File: src/rtl/irq_agg_pkg.sv
package irq_agg_pkg;
  localparam int SRC_COUNT = 4;
  localparam int REG_W     = 2 * SRC_COUNT;
  localparam int SRC_RD_ZERO = 0;
  localparam int SRC_WR_ZERO = 1;
  localparam int SRC_BM_ERR  = 2;
  localparam int SRC_MAILBOX = 3;

  typedef struct packed {
    logic                 loadEnable;
    logic [SRC_COUNT-1:0] enableValue;
    logic [SRC_COUNT-1:0] clearMask;
    logic [SRC_COUNT-1:0] setMask;
  } irqStrobes_t;
endpackage

File: src/rtl/irq_agg_ctrl.sv
module irq_agg_ctrl
  import irq_agg_pkg::*;
#(
  parameter bit HAS_MAILBOX = 1'b1
) (
  input  logic [SRC_COUNT-1:0] srcEvent,
  input  logic                 regWrEn,
  input  logic [REG_W-1:0]     regWrData,
  output irqStrobes_t          strobes
);
  logic [SRC_COUNT-1:0] srcMask;

  // Mailbox lane is either live or tied off by the parameter.
  generate
    for (genvar i = 0; i < SRC_COUNT; i++) begin : g_mask
      if (i == SRC_MAILBOX) begin : g_mbox
        assign srcMask[i] = HAS_MAILBOX;
      end else begin : g_xfer
        assign srcMask[i] = 1'b1;
      end
    end
  endgenerate

  always_comb begin
    strobes.setMask     = srcEvent & srcMask;
    strobes.loadEnable  = regWrEn;
    strobes.enableValue = regWrData[REG_W-1:SRC_COUNT] & srcMask;
    strobes.clearMask   = regWrEn ? (regWrData[SRC_COUNT-1:0] & srcMask)
                                  : '0;
  end
endmodule

File: src/rtl/irq_agg_datapath.sv
module irq_agg_datapath
  import irq_agg_pkg::*;
(
  input  logic             clk,
  input  logic             rstN,
  input  irqStrobes_t      strobes,
  output logic [REG_W-1:0] regRdData,
  output logic             irqN
);
  logic [SRC_COUNT-1:0] pendBits;
  logic [SRC_COUNT-1:0] enBits;

  generate
    for (genvar i = 0; i < SRC_COUNT; i++) begin : g_src
      // Set has priority over a same-cycle write-one-to-clear.
      always_ff @(posedge clk) begin
        if (!rstN) begin
          pendBits[i] <= 1'b0;
        end else if (strobes.setMask[i]) begin
          pendBits[i] <= 1'b1;
        end else if (strobes.clearMask[i]) begin
          pendBits[i] <= 1'b0;
        end
      end
    end
  endgenerate

  always_ff @(posedge clk) begin
    if (!rstN) begin
      enBits <= '0;
      irqN   <= 1'b1;
    end else begin
      if (strobes.loadEnable) enBits <= strobes.enableValue;
      irqN <= ~|(pendBits & enBits);
    end
  end

  assign regRdData = {enBits, pendBits};
endmodule

File: src/rtl/bm_irq_combiner.sv
module bm_irq_combiner
  import irq_agg_pkg::*;
#(
  parameter bit HAS_MAILBOX = 1'b1
) (
  input  logic                 clk,
  input  logic                 rstN,
  input  logic [SRC_COUNT-1:0] srcEvent,
  input  logic                 regWrEn,
  input  logic [REG_W-1:0]     regWrData,
  output logic [REG_W-1:0]     regRdData,
  output logic                 irqN
);
  irqStrobes_t strobes;

  irq_agg_ctrl #(.HAS_MAILBOX(HAS_MAILBOX)) i_ctrl (
    .srcEvent (srcEvent),
    .regWrEn  (regWrEn),
    .regWrData(regWrData),
    .strobes  (strobes)
  );

  irq_agg_datapath i_dp (
    .clk      (clk),
    .rstN     (rstN),
    .strobes  (strobes),
    .regRdData(regRdData),
    .irqN     (irqN)
  );
endmodule

File: config.mk
export PLATFORM = sky130hd
export DESIGN_NAME = bm_irq_combiner
export DESIGN_NICKNAME = d
export VERILOG_FILES = /design/src/rtl/irq_agg_pkg.sv /design/src/rtl/irq_agg_ctrl.sv /design/src/rtl/irq_agg_datapath.sv /design/src/rtl/bm_irq_combiner.sv
export SDC_FILE = /design/constraint.sdc
export NUM_CORES = 1
export LEC_CHECK = 0
export CAP_MARGIN = 20
export CORE_AREA = 2 2 39 41
export CTS_CLUSTER_DIAMETER = 40
export DETAILED_ROUTE_END_ITERATION = 6
export DIE_AREA = 0 0 41 43
export DONT_BUFFER_PORTS = 1
export REMOVE_ABC_BUFFERS = 1
export SLEW_MARGIN = 15
export SYNTH_ARGS = -nofsm -noshare
export SYNTH_HDL_FRONTEND = slang
export SYNTH_HIERARCHICAL = 1
export SYNTH_SLANG_ARGS = --single-unit
File: constraint.sdc
create_clock -name clk -period 2 [get_ports clk]
set_input_delay 0.2 -clock clk [delete_from_list [all_inputs] [get_ports clk]]
set_output_delay 0.2 -clock clk [all_outputs]
set_load 0.005 [all_outputs]
==> flow_summary.json <==
{
  "critPathMaxFanout": 3,
  "die_area_um2": 1763,
  "clock-sinks": 9,
  "clk_latency_ps": 260,
  "hold_buffers": 0,
  "drt_iter0_markers": 2,
  "cts_resized": 0,
  "wl_per_cell_um": 13.46,
  "nets": 52,
  "fillers": 148,
  "synth_seq_area_share_pct": 42.23,
  "clock.fmax_mhz": 1195,
  "holdPathStages": 1,
  "synth_area_per_cell_um2": 10.16,
  "synth_cell_types": 9,
  "antenna_found_initial": 0,
  "cap_violations": 0,
  "vias": 239,
  "start_util_pct": 30.83,
  "layout_commonest_cell": "dfxtp_1",
  "finalSetupViolCount": 0,
  "crit_required_ps": 1800,
  "vdd_drop_max_uv": 397.2,
  "path_class": "register to output pin",
  "synth_top_area_cell": "dfxtp_1",
  "leakagePower_nw": 0.1585,
  "grt_setup_unrepaired": "false",
  "post-route-period-util_pct": 41.83,
  "dp_hpwl_um": 539.3,
  "synth_area_leaders": "dfxtp_1 42%, buf_4 16%, nor2b_1 12%",
  "area_delta_synth_final_pct": -7.625,
  "power.density_nw_per_um2": 921.7,
  "multi_input_area_um2": 167.7,
  "tightestPinTransition_ps": 123.0,
  "slew_viol_final": 0,
  "antenna_left": 0,
  "clock-root-buffer": "clkbuf_4",
  "postLayoutCoreUtil_pct": 28.48,
  "yosysWarnings": 6,
  "routed_wl_um": 700,
  "cts_buffer_depth": 2,
  "drtPass1Iterations": 2,
  "grt_use_total_pct": 8.972,
  "core_um2": 1384,
  "rr_worst_depth": 2,
  "grt_max_degree": 10,
  "status": "finished, final reports clean",
  "drc": 0,
  "skew_ps": 5.990,
  "critPathArrivalTime_ps": 640,
  "netlist_instances": 42,
  "hold_path_class": "input pin to register",
  "grt_pass1_vias": 235,
  "regArea_um2": 180.2,
  "grt_remaining_overflow": 0,
  "gp_congestion": 0.5609,
  "cts_setup_buffers": 0,
  "dieWidth_um": 41,
  "ioPinCount": 24,
  "min_period_ps": 836.6,
  "ys_seq_elements": 9,
  "rows": 14,
  "worstSetupStartpointType": "register",
  "viasPerCell": 4.596,
  "end_kind": "output pin",
  "clkSlewWorstSetupHoldPaths_ps": 60,
  "grt_pass1_wl_um": 979,
  "cts_max_level": 1,
  "cts_made_buffers": 3,
  "power_w": 0.0003633,
  "crit_cells": 0,
  "yosysTopAreaCellShare_pct": 42.23,
  "drive_above_1_share_pct": 8.333,
  "maxSlewHeadroom_pct": 91.57,
  "hold_viol_final": 0,
  "setup_tns_ps": 0,
  "final_cell_mix": "9 x dfxtp_1, 8 x nor2b_1, 4 x and2_1, 4 x mux2i_1, 4 x o21a_1",
  "num_antenna_cells": 0,
  "port_buffers": 0,
  "die_y_um": 43,
  "cts_tree": "done",
  "netlist_area_um2": 426.7
}
-- cells in the mapped netlist --
cell,number
dfxtp_1,9
o21ai_1,1
mux2i_1,4
buf_6,1
a22o_1,2
o21a_1,4
buf_4,9
nor2b_1,8
and2_1,4
-- kinds of logic (layout without fill, tap and decap cells) --
kind of cell / after synthesis / in the layout / share of synthesized area (%)
simple gates: 12 / 12 / 17.59
buf+inv: 10 / 4 / 18.47
flops: 9 / 9 / 42.23
compound gates: 7 / 7 / 12.32
mux: 4 / 4 / 9.385
-- path summary, 6_finish.rpt --
kind	start	to	slack [ps]
worst max-delay path	i_dp/regRdData[3]	regRdData[3]	1160
worst min-delay path	rstN	i_dp/irqN	30
worst max register to register	i_dp/enBits[2]	i_dp/irqN	1230
worst min register to register	i_dp/enBits[0]	i_dp/enBits[0]	550
-- state kept, by name, indices dropped and copies added, names as in the netlist --
name and cells:
i_dp/regRdData 4, i_dp/irqN 1, i_dp/enBits 4
-- per-stage QoR --
stage | instances | hold WS [ps] | area, um2 | setup WS (ps)
CTS | 52 | 24.09 | 394.1 | 1150
finish | 52 | 34.30 | 394.1 | 1163
global placement | 48 | 285.8 | 367.9 | 1245
global route | 52 | 27.03 | 394.1 | 1118
detailed placement | 48 | 296.8 | 367.9 | 1241
floorplan | 32 | 280.0 | 347.8 | 1301
-- power by group --
| part | switching, W | leakage, nW | internal [W] |
|---|---|---|---|
| clock | 0.0000618 | 0.0150 | 0.0000768 |
| sequential | 0.0000105 | 0.0748 | 0.000191 |
| combinational | 0.00000670 | 0.0688 | 0.0000162 |
| total | 0.0000791 | 0.159 | 0.000284 |
-- area by class of cell --
cell class / count / share of cell area, %
Clock buffer: 4 / 6.667
Multi-Input combinational cell: 23 / 42.54
Sequential cell: 9 / 45.71
Tap cell: 16 / 5.079
-- per-layer routing --
layer | global-route usage (%) | vias up | part of all wire (%)
li1 | - | 118 | -
met1 | 9.446 | 107 | 41
met2 | 12.19 | 14 | 49
met3 | 7.853 | 0 | 9.1
met4 | 4.000 | 0 | 0
met5 | 0 | - | 0
Note: power is estimated with default switching activity, not from simulation.
